File: src/rtl/write_guard_pkg.sv
package write_guard_pkg;

  typedef enum logic [2:0] {
    KS_IDLE,
    KS_OPEN_A,
    KS_OPEN_DONE,
    KS_CLOSE_A,
    KS_ARMED
  } keyStateT;

  // decoded view of the current bus cycle, datapath -> control
  typedef struct packed {
    logic wr;
    logic hitKeyA;
    logic hitKeyB;
    logic hitStat;
    logic hitProt;
    logic valOpen;
    logic valClose;
    logic statBit;
  } decodeT;

  // strobes, control -> datapath
  typedef struct packed {
    logic block;
    logic protect;
  } strobeT;

endpackage

File: src/rtl/write_guard_ctrl.sv
module write_guard_ctrl
  import write_guard_pkg::*;
(
  input  logic   clk,
  input  logic   rstN,
  input  decodeT dec,
  output strobeT strb
);

  keyStateT keyState, keyNext;
  logic     protectQ;
  logic     armed;

  assign armed = (keyState == KS_ARMED);

  always_comb begin
    keyNext = keyState;
    if (dec.wr) begin
      if (dec.hitKeyA) begin
        if (keyState == KS_IDLE && dec.valOpen)
          keyNext = KS_OPEN_A;
        else if (keyState == KS_OPEN_DONE && dec.valClose)
          keyNext = KS_CLOSE_A;
        else
          keyNext = KS_IDLE;
      end else if (dec.hitKeyB) begin
        if (keyState == KS_OPEN_A && dec.valClose)
          keyNext = KS_OPEN_DONE;
        else if (keyState == KS_CLOSE_A && dec.valOpen)
          keyNext = KS_ARMED;
        else
          keyNext = KS_IDLE;
      end else if (dec.hitStat) begin
        keyNext = KS_IDLE;
      end
    end
  end

  always_ff @(posedge clk or negedge rstN) begin
    if (!rstN) begin
      keyState <= KS_IDLE;
      protectQ <= 1'b0;
    end else begin
      keyState <= keyNext;
      if (dec.wr && dec.hitStat && armed)
        protectQ <= dec.statBit;
    end
  end

  assign strb.protect = protectQ;
  assign strb.block   = dec.wr & protectQ & (dec.hitProt | (dec.hitStat & ~armed));

endmodule

File: src/rtl/write_guard_dp.sv
module write_guard_dp
  import write_guard_pkg::*;
#(
  parameter int AW = 8,
  parameter int DW = 8,
  parameter int NR = 2,
  parameter int CNT_W = 8,
  parameter logic [NR*AW-1:0] RANGE_LO = 16'h4000,
  parameter logic [NR*AW-1:0] RANGE_HI = 16'h4F1F,
  parameter logic [AW-1:0] STAT_ADDR = 8'hF0,
  parameter logic [AW-1:0] KEYA_ADDR = 8'hF1,
  parameter logic [AW-1:0] KEYB_ADDR = 8'hF2,
  parameter logic [DW-1:0] KEY_OPEN  = 8'h5A,
  parameter logic [DW-1:0] KEY_CLOSE = 8'hA5
) (
  input  logic             clk,
  input  logic             rstN,
  input  logic [AW-1:0]    busAddr,
  input  logic             busWe,
  input  logic [DW-1:0]    busWdata,
  input  strobeT           strb,
  output decodeT           dec,
  output logic [AW-1:0]    outAddr,
  output logic             outWe,
  output logic [DW-1:0]    outWdata,
  output logic [DW-1:0]    rdData,
  output logic             violIrq,
  output logic [CNT_W-1:0] blockCount
);

  localparam logic [CNT_W-1:0] CNT_MAX = {CNT_W{1'b1}};

  logic [NR-1:0] rangeHit;
  logic          internal;

  for (genvar i = 0; i < NR; i++) begin : g_range
    assign rangeHit[i] = (busAddr >= RANGE_LO[i*AW +: AW]) &&
                         (busAddr <= RANGE_HI[i*AW +: AW]);
  end

  assign dec.wr       = busWe;
  assign dec.hitKeyA  = (busAddr == KEYA_ADDR);
  assign dec.hitKeyB  = (busAddr == KEYB_ADDR);
  assign dec.hitStat  = (busAddr == STAT_ADDR);
  assign dec.hitProt  = |rangeHit;
  assign dec.valOpen  = (busWdata == KEY_OPEN);
  assign dec.valClose = (busWdata == KEY_CLOSE);
  assign dec.statBit  = busWdata[0];

  assign internal = dec.hitKeyA | dec.hitKeyB | dec.hitStat;

  assign outAddr  = busAddr;
  assign outWdata = busWdata;
  assign outWe    = busWe & ~internal & ~strb.block;
  assign rdData   = dec.hitStat ? {{(DW-1){1'b0}}, strb.protect} : '0;

  always_ff @(posedge clk or negedge rstN) begin
    if (!rstN) begin
      violIrq    <= 1'b0;
      blockCount <= '0;
    end else begin
      violIrq <= strb.block;
      if (strb.block && blockCount != CNT_MAX)
        blockCount <= blockCount + 1'b1;
    end
  end

endmodule

File: src/rtl/write_guard.sv
module write_guard
  import write_guard_pkg::*;
#(
  parameter int AW = 8,
  parameter int DW = 8,
  parameter int NR = 2,
  parameter int CNT_W = 8,
  parameter logic [NR*AW-1:0] RANGE_LO = 16'h4000,
  parameter logic [NR*AW-1:0] RANGE_HI = 16'h4F1F,
  parameter logic [AW-1:0] STAT_ADDR = 8'hF0,
  parameter logic [AW-1:0] KEYA_ADDR = 8'hF1,
  parameter logic [AW-1:0] KEYB_ADDR = 8'hF2,
  parameter logic [DW-1:0] KEY_OPEN  = 8'h5A,
  parameter logic [DW-1:0] KEY_CLOSE = 8'hA5
) (
  input  logic             clk,
  input  logic             rstN,
  input  logic [AW-1:0]    busAddr,
  input  logic             busWe,
  input  logic [DW-1:0]    busWdata,
  output logic [AW-1:0]    outAddr,
  output logic             outWe,
  output logic [DW-1:0]    outWdata,
  output logic [DW-1:0]    rdData,
  output logic             protectOn,
  output logic             violIrq,
  output logic [CNT_W-1:0] blockCount
);

  decodeT dec;
  strobeT strb;

  write_guard_ctrl u_ctrl (
    .clk  (clk),
    .rstN (rstN),
    .dec  (dec),
    .strb (strb)
  );

  write_guard_dp #(
    .AW(AW), .DW(DW), .NR(NR), .CNT_W(CNT_W),
    .RANGE_LO(RANGE_LO), .RANGE_HI(RANGE_HI),
    .STAT_ADDR(STAT_ADDR), .KEYA_ADDR(KEYA_ADDR), .KEYB_ADDR(KEYB_ADDR),
    .KEY_OPEN(KEY_OPEN), .KEY_CLOSE(KEY_CLOSE)
  ) u_dp (
    .clk        (clk),
    .rstN       (rstN),
    .busAddr    (busAddr),
    .busWe      (busWe),
    .busWdata   (busWdata),
    .strb       (strb),
    .dec        (dec),
    .outAddr    (outAddr),
    .outWe      (outWe),
    .outWdata   (outWdata),
    .rdData     (rdData),
    .violIrq    (violIrq),
    .blockCount (blockCount)
  );

  assign protectOn = strb.protect;

endmodule

File: config.mk
export PLATFORM = sky130hd
export DESIGN_NAME = write_guard
export DESIGN_NICKNAME = d
export VERILOG_FILES = /design/src/rtl/write_guard_pkg.sv /design/src/rtl/write_guard_ctrl.sv /design/src/rtl/write_guard_dp.sv /design/src/rtl/write_guard.sv
export SDC_FILE = /design/constraint.sdc
export NUM_CORES = 1
export LEC_CHECK = 0
export ABC_AREA = 1
export BUFFER_PORTS_ARGS = -buffer_cell sky130_fd_sc_hd__buf_2
export CORE_ASPECT_RATIO = 1.2
export CORE_MARGIN = 10
export CORE_UTILIZATION = 30
export CTS_BUF_LIST = sky130_fd_sc_hd__clkbuf_4 sky130_fd_sc_hd__clkbuf_8 sky130_fd_sc_hd__clkbuf_16
export DETAILED_ROUTE_END_ITERATION = 10
export SLEW_MARGIN = 20
export SYNTH_ARGS = -nofsm -noshare
export SYNTH_HDL_FRONTEND = slang
export SYNTH_SLANG_ARGS = --single-unit
File: constraint.sdc
create_clock -name clk -period 1.25 [get_ports clk]
set_input_delay 0.125 -clock clk [delete_from_list [all_inputs] [get_ports clk]]
set_output_delay 0.125 -clock clk [all_outputs]
set_load 0.01 [all_outputs]
==> run_results.csv, run 1 <==
group,metric,value,unit
cells_and_area,num-fill-cells,402,
clocking,cts_tree,"built",
routing,post_drt_via_cell_ratio,4.22,
setup_path,worstSetupPathType,"reg -> out",
die,starting_density_of_the_core,31.2,%
pwr,max-vdd-ir-drop,0.313,mV
die,fp.dieArea,6640,um^2
routing,route.vias.total,1144,
sta,max_clock_skew,0.000645,ns
die,std_cell_rows,24,
placed_design,finalWeightedCongestion,0.823,
clocking,clk_latency_worst_skew_pair,0.24,ns
clocking,cts.path.max_buffers,2,
cells_and_area,num_antenna_cells,0,
yosys,synthesis.area_per_instance,6.66,um^2
clocking,clk_pin_slew_worst_paths,0.05,ns
cells_and_area,mostFrequentLayoutCells,"sky130_fd_sc_hd__nand2_1, sky130_fd_sc_hd__buf_2, sky130_fd_sc_hd__nor2_1, sky130_fd_sc_hd__buf_4, sky130_fd_sc_hd__inv_1",
clocking,inserted_clock_buffers,3,
routing,drc,0,
routing,route.antenna.remaining_nets,0,
hold_path,min-delay-path-class,"in -> reg",
yosys,yosysSeqAreaShare,28.7,%
sta,finalCritPeriodShare,104,%
setup_path,critPathRequiredTime,1.12,ns
placed_design,dp_slack,0.0621,ns
sta,tns,-0.0558,ns
global_routing,grt_overflow_total,0,
cells_and_area,drive_above_1_share,42.0,%
cells_and_area,mostFrequentLayoutCell,"sky130_fd_sc_hd__nand2_1",
sta,timing.final.setup_violations,1,
sta,unrepaired_setup_endpoints_after_global_routing,"true",
global_routing,antenna_violations_before_repair,0,
clocking,cts_max_level,1,
pwr,leakage,0.805,nW
clocking,cts.sink_count,13,
clocking,clock_tree.root_cell,"sky130_fd_sc_hd__clkbuf_8",
sta,final.min_clock_period,1.31,ns
global_routing,grt_util_all_layers,9.14,%
sta,clock.fmax,0.766,GHz
routing,route.final.wire_length,2.98,mm
setup_path,critPathArrivalTime,1.18,ns
global_routing,grt_max_degree,14,
sta,report.final.slew_viol_count,0,
routing,drt_first_iter_violations,55,
sta,timing_hold_violations_final,0,
yosys,yosys.cell_types.count,25,
pwr,post_layout_total_power,0.00140,W
die,die_h,87.3,um
outcome,run_status,"finished, violations left",
sta,setup_slack,-0.0558,ns
cells_and_area,finish.instance_area,1520,um^2
placed_design,numPortBuffers,46,
outcome,violations,"negative setup slack",
die,core_region_area,3630,um^2
yosys,post_synth_inst_count,170,
placed_design,postPlaceCellArea,1360,um^2
die,io_pins,54,
yosys,number_of_warning_messages_in_the_yosys_log,0,
yosys,flip_flop_and_latch_count_after_synthesis,13,
yosys,post_synth_instance_area,1130,um^2
job,max_cap_violations,0,
cells_and_area,finish.net_count,240,
global_routing,first_pass_grt_wire_length,5.18,mm
routing,routedWlPerCell,11.0,um
setup_path,worst_setup_path_start_kind,"flop",
sta,whs,0.141,ns
global_routing,first_global_vias,1230,
cells_and_area,syn2layout_area_growth,33.9,%
routing,drt-pass1-iter-count,4,
setup_path,setup.worst_path.end_class,"primary output",
setup_path,critical_path.max_fanout,2,
placed_design,dpl.hpwl,2.41,mm
die,dieWidth,76.1,um
pwr,power.density,921,nW/um^2
path summary, 6_finish.rpt:
kind | slack (ns) | from | endpoint | cells past startpoint
max | -0.06 | u_ctrl.keyState[1]$_DFFE_PN0P_ | outWe | 6
min | 0.14 | busWdata[0] | u_ctrl.protectQ$_DFFE_PN0P_ | 3
max reg2reg | 0.01 | u_ctrl.keyState[1]$_DFFE_PN0P_ | u_dp.blockCount[6]$_DFFE_PN0P_ | 8
min reg2reg | 0.54 | u_dp.blockCount[7]$_DFFE_PN0P_ | u_dp.blockCount[7]$_DFFE_PN0P_ | 2
max in group asynchronous | 0.69 | rstN | u_dp.blockCount[3]$_DFFE_PN0P_ | 2
min in group asynchronous | 0.31 | rstN | u_dp.blockCount[6]$_DFFE_PN0P_ | 2
kinds of logic (layout without fill, tap and decap cells):
family	count (synthesis)	count (layout)	share of synthesized area, %
AOI/OAI and AO/OA	4	4	1.99
DFF	13	13	28.7
other	1	7	0.331
and+or+nand+nor	104	104	43.3
buffers and inverters	44	87	22.2
xor gates and xnor gates	3	3	2.32
adders and majority gates	1	1	1.10
Yosys cell counts:
library cell / n / area (um^2)
sky130_fd_sc_hd__nor2_1: 15 / 56.3
sky130_fd_sc_hd__conb_1: 1 / 3.75
sky130_fd_sc_hd__a21oi_1: 1 / 5.00
sky130_fd_sc_hd__nor3_1: 5 / 25.0
sky130_fd_sc_hd__nand3_4: 1 / 17.5
sky130_fd_sc_hd__nand2_4: 2 / 22.5
sky130_fd_sc_hd__dfrtp_1: 13 / 325
sky130_fd_sc_hd__nand2_1: 53 / 199
sky130_fd_sc_hd__clkinv_1: 1 / 3.75
sky130_fd_sc_hd__inv_1: 15 / 56.3
sky130_fd_sc_hd__o21ai_1: 1 / 5.00
sky130_fd_sc_hd__xnor2_1: 1 / 8.76
sky130_fd_sc_hd__ha_1: 1 / 12.5
sky130_fd_sc_hd__nand3_2: 1 / 10.0
sky130_fd_sc_hd__nor2_2: 3 / 18.8
sky130_fd_sc_hd__o211ai_1: 1 / 7.51
sky130_fd_sc_hd__inv_2: 5 / 18.8
sky130_fd_sc_hd__buf_4: 23 / 173
sky130_fd_sc_hd__xor2_1: 2 / 17.5
sky130_fd_sc_hd__nand3_1: 12 / 60.1
sky130_fd_sc_hd__nand4_1: 9 / 56.3
sky130_fd_sc_hd__o21ai_0: 1 / 5.00
sky130_fd_sc_hd__nor4_1: 1 / 6.26
sky130_fd_sc_hd__nor2_4: 1 / 11.3
sky130_fd_sc_hd__nand3b_1: 1 / 7.51
critical path, stage by stage, from the launching register on:
cell and delay, ns:
sky130_fd_sc_hd__dfrtp_1 0.37, sky130_fd_sc_hd__inv_2 0.07, sky130_fd_sc_hd__nand3_4 0.09, sky130_fd_sc_hd__nand3_4 0.08, sky130_fd_sc_hd__a21oi_2 0.15, sky130_fd_sc_hd__nor2_1 0.05, sky130_fd_sc_hd__buf_2 0.13
power by group:
part           switching, W  internal (W)  total (W)
Combinational      0.000239      0.000202   0.000441
Sequential        0.0000824      0.000482   0.000565
Clock              0.000144      0.000246   0.000391
registers in the layout (all words and copies together) (netlist names):
register / flops
u_ctrl.protectQ: 1
u_dp.blockCount: 8
u_dp.violIrq: 1
u_ctrl.keyState: 3
area by class of cell:
type                            instances  area (um^2)  area share (%)
Multi-Input combinational cell        119          641            42.2
Clock buffer                            4         48.8            3.22
Tap cell                               52         65.1            4.29
Timing Repair Buffer                   62          353            23.3
Inverter                               21         78.8            5.20
Sequential cell                        13          330            21.8
through the flow:
stage / util, % / std cells
finish: 41.7 / 271
global route: 41.7 / 271
CTS: 40.8 / 269
detailed placement: 37.4 / 259
global placement: 37.4 / 259
floorplan: - / 176
repair_timing:
item	4_1_cts	5_1_grt
setup endpoints to repair	2	12
buffers inserted	5	2
resized for setup	7	5
pin swaps	3	3
hold endpoints to repair	13	0
hold buffers	1	0
layer usage:
| metal | global-route usage (%) | vias up | share of wire [%] |
|---|---|---|---|
| met3 | 3.31 | 2 | 6.6 |
| met4 | 2.88 | 0 | 0.27 |
| met2 | 16.8 | 35 | 52 |
| met1 | 9.53 | 502 | 41 |
| met5 | 0 | - | 0 |
| li1 | - | 605 | - |
(Power assumes the default switching activity.)
==> run 2, diff against run 1 <==
--- a/config.mk
+++ b/config.mk
@@ -7,7 +7,6 @@
 export LEC_CHECK = 0
 export ABC_AREA = 1
 export BUFFER_PORTS_ARGS = -buffer_cell sky130_fd_sc_hd__buf_2
-export CORE_ASPECT_RATIO = 1.2
 export CORE_MARGIN = 10
 export CORE_UTILIZATION = 30
 export CTS_BUF_LIST = sky130_fd_sc_hd__clkbuf_4 sky130_fd_sc_hd__clkbuf_8 sky130_fd_sc_hd__clkbuf_16
==> run 2 against run 1 <==
  * The flow still finishes with violations (negative setup slack)
  * First-iteration DRC count up 31%
  * Hold slack improved by 0.0085 ns
  * Cell count shrank 2.2%
  * Final area decreased by 2.9%
  * Critical path depth is the same
  * Wire length down 5.3%
  * Clock skew up 0.00089 ns
  * Critical path type unchanged
  * Critical endpoint unchanged
  * Highest routed layer unchanged
==> run_results.csv, run 2 (synthesis gave the netlist of run 1 again) <==
group,metric,value,unit
outcome,run_status,"finished, violations left",
outcome,violations,"negative setup slack",
clocking,clock_tree.root_cell,"sky130_fd_sc_hd__clkbuf_8",
die,io_pins,54,
routing,post_drt_via_cell_ratio,4.22,
pwr,leakage,0.789,nW
job,max_cap_violations,0,
placed_design,finalWeightedCongestion,0.835,
clocking,cts_tree,"built",
sta,setup_slack,-0.0193,ns
setup_path,critPathArrivalTime,1.14,ns
setup_path,worst_path_most_repeated_cell,"sky130_fd_sc_hd__nand3_2",
sta,unrepaired_setup_endpoints_after_global_routing,"true",
cells_and_area,largest_register_ff_count,8,
routing,drc,0,
setup_path,crit_path_top_delay_cell,"sky130_fd_sc_hd__dfrtp_1",
routing,dr.max_layer_used,"met4",
routing,route.vias.total,1119,
sta,finalCritPeriodShare,102,%
setup_path,worst_setup_path_start_kind,"flop",
setup_path,critPathRequiredTime,1.12,ns
setup_path,max_stage_delay,0.38,ns
placed_design,post-place-cells,253,
cells_and_area,reg.largest.list,"u_dp.blockCount (8), u_ctrl.keyState (3)",
global_routing,first_pass_grt_wire_length,4.49,mm
sta,report.final.slew_viol_count,0,
routing,drt-pass1-iter-count,4,
sta,max_clock_skew,0.00153,ns
die,std_cell_rows,22,
global_routing,antenna_violations_before_repair,0,
setup_path,worstSetupPathType,"reg -> out",
routing,routedWlPerCell,10.7,um
sta,timing_hold_violations_final,0,
cells_and_area,drive_above_1_share,39.6,%
clocking,clk_latency_worst_skew_pair,0.24,ns
sta,timing.final.setup_violations,1,
clocking,cts.sink_count,13,
setup_path,setup.worst_path.end_class,"primary output",
die,dieWidth,81.4,um
pwr,max-vdd-ir-drop,0.381,mV
setup_path,cpLargestDelayFamily,"flip-flops",
placed_design,numPortBuffers,46,
hold_path,min-delay-path-class,"in -> reg",
placed_design,dpl.hpwl,2.37,mm
cells_and_area,largest_register,"u_dp.blockCount",
sta,final.min_clock_period,1.27,ns
clocking,cts_max_level,1,
clocking,clk_pin_slew_worst_paths,0.05,ns
routing,wl_met1,1.15,mm
global_routing,grt_max_degree,14,
cells_and_area,num_antenna_cells,0,
routing,dr_wl_met3,222,um
routing,drt_first_iter_violations,72,
setup_path,critical_path.n_buffers_inverters,2,
routing,route.antenna.remaining_nets,0,
routing,wl_met2,1.42,mm
routing,route.final.wire_length,2.83,mm
global_routing,first_global_vias,1023,
die,core_region_area,3660,um^2
cells_and_area,mostFrequentLayoutCell,"sky130_fd_sc_hd__nand2_1",
sta,clock.fmax,0.788,GHz
die,die_h,81.4,um
clocking,inserted_clock_buffers,3,
cells_and_area,finish.net_count,238,
clocking,cts.path.max_buffers,2,
cells_and_area,post_layout_utilization_of_the_core,40.2,%
pwr,power.density,925,nW/um^2
setup_path,critical_path.max_fanout,2,
cells_and_area,final_cell_count_without_fillers,265,
global_routing,grt_util_all_layers,8.28,%
setup_path,path_cells,"inv_2 > nand3_2 > nand3_2 > a21oi_2 > nor2_1 > buf_2",
die,fp.dieArea,6630,um^2
cells_and_area,syn2layout_area_growth,30.1,%
global_routing,grt_overflow_total,0,
die,starting_density_of_the_core,30.9,%
cells_and_area,mostFrequentLayoutCells,"sky130_fd_sc_hd__nand2_1, sky130_fd_sc_hd__buf_2, sky130_fd_sc_hd__nor2_1",
[run 2: cell count changes in the layout (fill, tap and decap cells not counted), moves of 2 or more]
cell,change
sky130_fd_sc_hd__buf_4,-3
sky130_fd_sc_hd__dfrtp_1,+2
sky130_fd_sc_hd__dfrtp_2,-2
sky130_fd_sc_hd__nand3_2,+2
sky130_fd_sc_hd__nand3_4,-2
sky130_fd_sc_hd__nor3_1,+2
sky130_fd_sc_hd__nor3_2,-2
[run 2: final timing paths]
path	slack, ns	end	from	cells past startpoint
worst max-delay path	-0.02	outWe	u_ctrl.keyState[1]$_DFFE_PN0P_	6
worst min-delay path	0.15	u_ctrl.protectQ$_DFFE_PN0P_	busWdata[0]	3
worst max register to register	0.02	u_dp.blockCount[7]$_DFFE_PN0P_	u_dp.blockCount[1]$_DFFE_PN0P_	7
worst min register to register	0.53	u_dp.blockCount[7]$_DFFE_PN0P_	u_dp.blockCount[7]$_DFFE_PN0P_	2
max in group asynchronous	0.69	u_dp.blockCount[0]$_DFFE_PN0P_	rstN	2
min in group asynchronous	0.31	u_dp.blockCount[4]$_DFFE_PN0P_	rstN	2
[run 2: where the power goes]
group / internal [W] / total [W] / switching, W / leakage [nW]
Combinational: 0.000184 / 0.000414 / 0.000230 / 0.594
Sequential: 0.000477 / 0.000570 / 0.0000935 / 0.169
Clock: 0.000246 / 0.000378 / 0.000132 / 0.0262
[run 2: per-stage QoR]
stage | setup slack [ns] | total power, W | setup TNS (ns) | area [um^2] | hold slack, ns
5_1_grt | -0.0996 | 0.00147 | -0.540 | 1470 | 0.175
3_5_place_dp | 0.0260 | 0.000991 | 0 | 1340 | 0.0331
2_1_floorplan | 0.0426 | 0.000836 | 0 | 1170 | -0.171
6_report | -0.0193 | 0.00136 | -0.0193 | 1470 | 0.149
3_3_place_gp | 0.0502 | 0.000990 | 0 | 1340 | 0.0243
4_1_cts | -0.0253 | 0.00139 | -0.0253 | 1450 | 0.146
[run 2: tightest hold or removal path: cells and delay by family]
family,cells,cell delay [ns]
compound gates,1,0.07
buf+inv,2,0.15
[run 2: what timing repair did]
item                       CTS  global route
hold endpoints to repair    13             0
cloned                       0             1
buffers inserted             5             1
gates resized for setup      5             2
setup endpoints to repair    2             9
pin swaps                    2             0
hold buffers                 1             0
[run 2: layout make-up]
type	count	area, um^2
clock buffers	4	48.8
fillers	376	2190
inverters	21	78.8
multi-input cells	120	627
flip-flops and latches	13	328
well taps	48	60.1
repair buffers	59	330
[run 2: per-layer routing]
metal | up-vias | GRT usage, %
met2 | 28 | 14.7
met3 | 2 | 2.51
met1 | 485 | 9.25
met5 | - | 0
met4 | 0 | 2.60
li1 | 604 | -
==> run 3, diff against run 2 <==
--- a/config.mk
+++ b/config.mk
@@ -7,7 +7,6 @@
 export LEC_CHECK = 0
 export ABC_AREA = 1
 export BUFFER_PORTS_ARGS = -buffer_cell sky130_fd_sc_hd__buf_2
-export CORE_MARGIN = 10
 export CORE_UTILIZATION = 30
 export CTS_BUF_LIST = sky130_fd_sc_hd__clkbuf_4 sky130_fd_sc_hd__clkbuf_8 sky130_fd_sc_hd__clkbuf_16
 export DETAILED_ROUTE_END_ITERATION = 10
==> constraint.sdc (replaced) <==
create_clock -name clk -period 1.39 [get_ports clk]
set_input_delay 0.139 -clock clk [delete_from_list [all_inputs] [get_ports clk]]
set_output_delay 0.139 -clock clk [all_outputs]
set_load 0.01 [all_outputs]
==> run 3 against run 2 <==
  * Combinational power decreased by 10%
  * The flow now finishes without violations
  * Register-to-register slack improved by 0.10 ns
  * Total power fell by 11%
  * Sequential power shrank 13%
==> run_results.csv, run 3 (synthesis gave the netlist of run 1 again) <==
group,metric,value,unit
placed_design,finalWeightedCongestion,0.817,
sta,final.min_clock_period,1.33,ns
die,std_cell_rows,21,
clocking,inserted_clock_buffers,3,
global_routing,antenna_violations_before_repair,0,
global_routing,grt_overflow_total,0,
placed_design,dpl.hpwl,1.83,mm
outcome,run_status,"finished clean",
hold_path,min-delay-path-class,"in -> reg",
global_routing,first_pass_grt_wire_length,4.10,mm
cells_and_area,finish.net_count,235,
job,max_cap_violations,0,
sta,timing.final.setup_violations,0,
sta,unrepaired_setup_endpoints_after_global_routing,"true",
setup_path,r2r-end,"u_dp.blockCount[6]$_DFFE_PN0P_",
routing,route.vias.total,1115,
routing,post_drt_via_cell_ratio,4.29,
pwr,max-vdd-ir-drop,0.328,mV
cells_and_area,drive_above_1_share,36.9,%
cells_and_area,post_layout_utilization_of_the_core,41.5,%
sta,report.final.slew_viol_count,0,
clocking,cts.path.max_buffers,2,
cells_and_area,reg.largest.list,"u_dp.blockCount (8), u_ctrl.keyState (3)",
setup_path,critical_path.max_fanout,3,
setup_path,crit_path_top_delay_cell,"sky130_fd_sc_hd__dfrtp_1",
cells_and_area,mostFrequentLayoutCell,"sky130_fd_sc_hd__nand2_1",
setup_path,rr_startpoint,"u_dp.blockCount[1]$_DFFE_PN0P_",
setup_path,cpLargestDelayFamily,"flip-flops",
setup_path,worst-r2r-cell-count,7,
global_routing,grt_util_all_layers,12.9,%
die,die_h,63.4,um
die,core_region_area,3470,um^2
sta,whs,0.159,ns
setup_path,setup.worst_path.end_class,"primary output",
sta,clock.fmax,0.754,GHz
global_routing,grt_max_degree,14,
setup_path,path_cells,"inv_2 > nand3_4 > nand3_4 > a21oi_4 > nor2_1 > buf_2",
pwr,leakage,0.781,nW
setup_path,critical_path.n_buffers_inverters,2,
sta,timing_hold_violations_final,0,
setup_path,worst_path_most_repeated_cell,"sky130_fd_sc_hd__nand3_4",
setup_path,worst_setup_path_start_kind,"flop",
setup_path,r2r_setup_slack,0.12,ns
routing,drt-pass1-iter-count,4,
routing,route.final.wire_length,2.38,mm
hold_path,hp-start,"busWdata[0]",
cells_and_area,largest_register,"u_dp.blockCount",
cells_and_area,syn2layout_area_growth,27.0,%
routing,routedWlPerCell,9.16,um
cells_and_area,largest_register_ff_count,8,
clocking,cts_max_level,1,
clocking,clock_tree.root_cell,"sky130_fd_sc_hd__clkbuf_8",
routing,route.antenna.remaining_nets,0,
setup_path,max_stage_delay,0.39,ns
clocking,clk_latency_worst_skew_pair,0.24,ns
setup_path,critPathRequiredTime,1.25,ns
clocking,clk_pin_slew_worst_paths,0.05,ns
sta,max_clock_skew,0.00203,ns
clocking,cts_tree,"built",
die,dieWidth,63.4,um
cells_and_area,mostFrequentLayoutCells,"sky130_fd_sc_hd__nand2_1, sky130_fd_sc_hd__buf_2, sky130_fd_sc_hd__nor2_1",
die,starting_density_of_the_core,32.6,%
setup_path,worstSetupPathType,"reg -> out",
pwr,power.density,844,nW/um^2
hold_path,whs_path_depth,3,
routing,drc,0,
cells_and_area,num_antenna_cells,0,
hold_path,timing.hold.worst_endpoint,"u_ctrl.protectQ$_DFFE_PN0P_",
clocking,cts.sink_count,13,
global_routing,first_global_vias,954,
die,fp.dieArea,4020,um^2
sta,finalCritPeriodShare,95.4,%
routing,drt_first_iter_violations,44,
die,io_pins,54,
setup_path,critPathArrivalTime,1.19,ns
placed_design,numPortBuffers,46,
-- run 3: changes by cell type in the layout (fill, tap and decap cells not counted), sizes merged --
cell	before	now
nand2	56	55
buf	58	56
-- run 3: where the power goes --
part / switching (W) / leakage (nW) / internal, W
clock network: 0.000124 / 0.0262 / 0.000221
logic: 0.000205 / 0.586 / 0.000166
registers: 0.0000690 / 0.168 / 0.000428
-- run 3: how the worst max path moves through the flow --
stage / endpoint / from / depth (start not counted) / slack, ns
2_1_floorplan: u_dp.blockCount[2]$_DFFE_PN0P_ / u_dp.blockCount[0]$_DFFE_PN0P_ / 7 / 0.08
3_3_place_gp: u_dp.blockCount[1]$_DFFE_PN0P_ / u_dp.blockCount[1]$_DFFE_PN0P_ / 7 / 0.13
3_5_place_dp: u_dp.blockCount[0]$_DFFE_PN0P_ / u_dp.blockCount[1]$_DFFE_PN0P_ / 7 / 0.10
4_1_cts: outWe / u_ctrl.keyState[2]$_DFFE_PN0P_ / 5 / 0.0006
5_1_grt: outWe / u_ctrl.keyState[1]$_DFFE_PN0P_ / 6 / -0.01
6_report: outWe / u_ctrl.keyState[1]$_DFFE_PN0P_ / 6 / 0.06
-- run 3: cell type report --
type                            instances  area (um^2)
Sequential cell                        13          328
Clock buffer                            4         48.8
Tap cell                               46         57.6
Multi-Input combinational cell        119          609
Timing Repair Buffer                   57          315
Fill cell                             382         2030
Inverter                               21         78.8
-- run 3: repair_timing --
action	in CTS	in global routing
setup buffers	2	6
resized for setup	2	7
pin swaps	0	3
setup endpoints to repair	1	5
hold buffers	1	0
hold endpoints to repair	13	0
-- run 3: worst register-to-register path: stages, from the launching register on --
cell and delay, ns:
sky130_fd_sc_hd__dfrtp_1 0.40, sky130_fd_sc_hd__ha_1 0.20, sky130_fd_sc_hd__nand3_1 0.13, sky130_fd_sc_hd__nor2_2 0.07, sky130_fd_sc_hd__nand2_4 0.11, sky130_fd_sc_hd__nand3_4 0.13, sky130_fd_sc_hd__nand2_1 0.08, sky130_fd_sc_hd__nand2_1 0.05
-- run 3: routing by layer --
layer | share of wire, % | GRT usage (%) | up-vias
met3 | 4.5 | 3.80 | 5
met2 | 49 | 19.9 | 31
li1 | - | - | 601
met1 | 45 | 16.4 | 478
met4 | 1.7 | 5.97 | 0
met5 | 0 | 0 | -
-- run 3: stage by stage --
step                instances  area (um^2)  power [W]  setup TNS (ns)  worst slack (ns)
global route              260         1440    0.00130         -0.0105           -0.0105
global placement          247         1280   0.000845               0             0.131
CTS                       254         1370    0.00121               0          0.000576
floorplan                 176         1150   0.000721               0            0.0848
detailed placement        247         1280   0.000846               0             0.101
finish                    260         1440    0.00121               0            0.0637
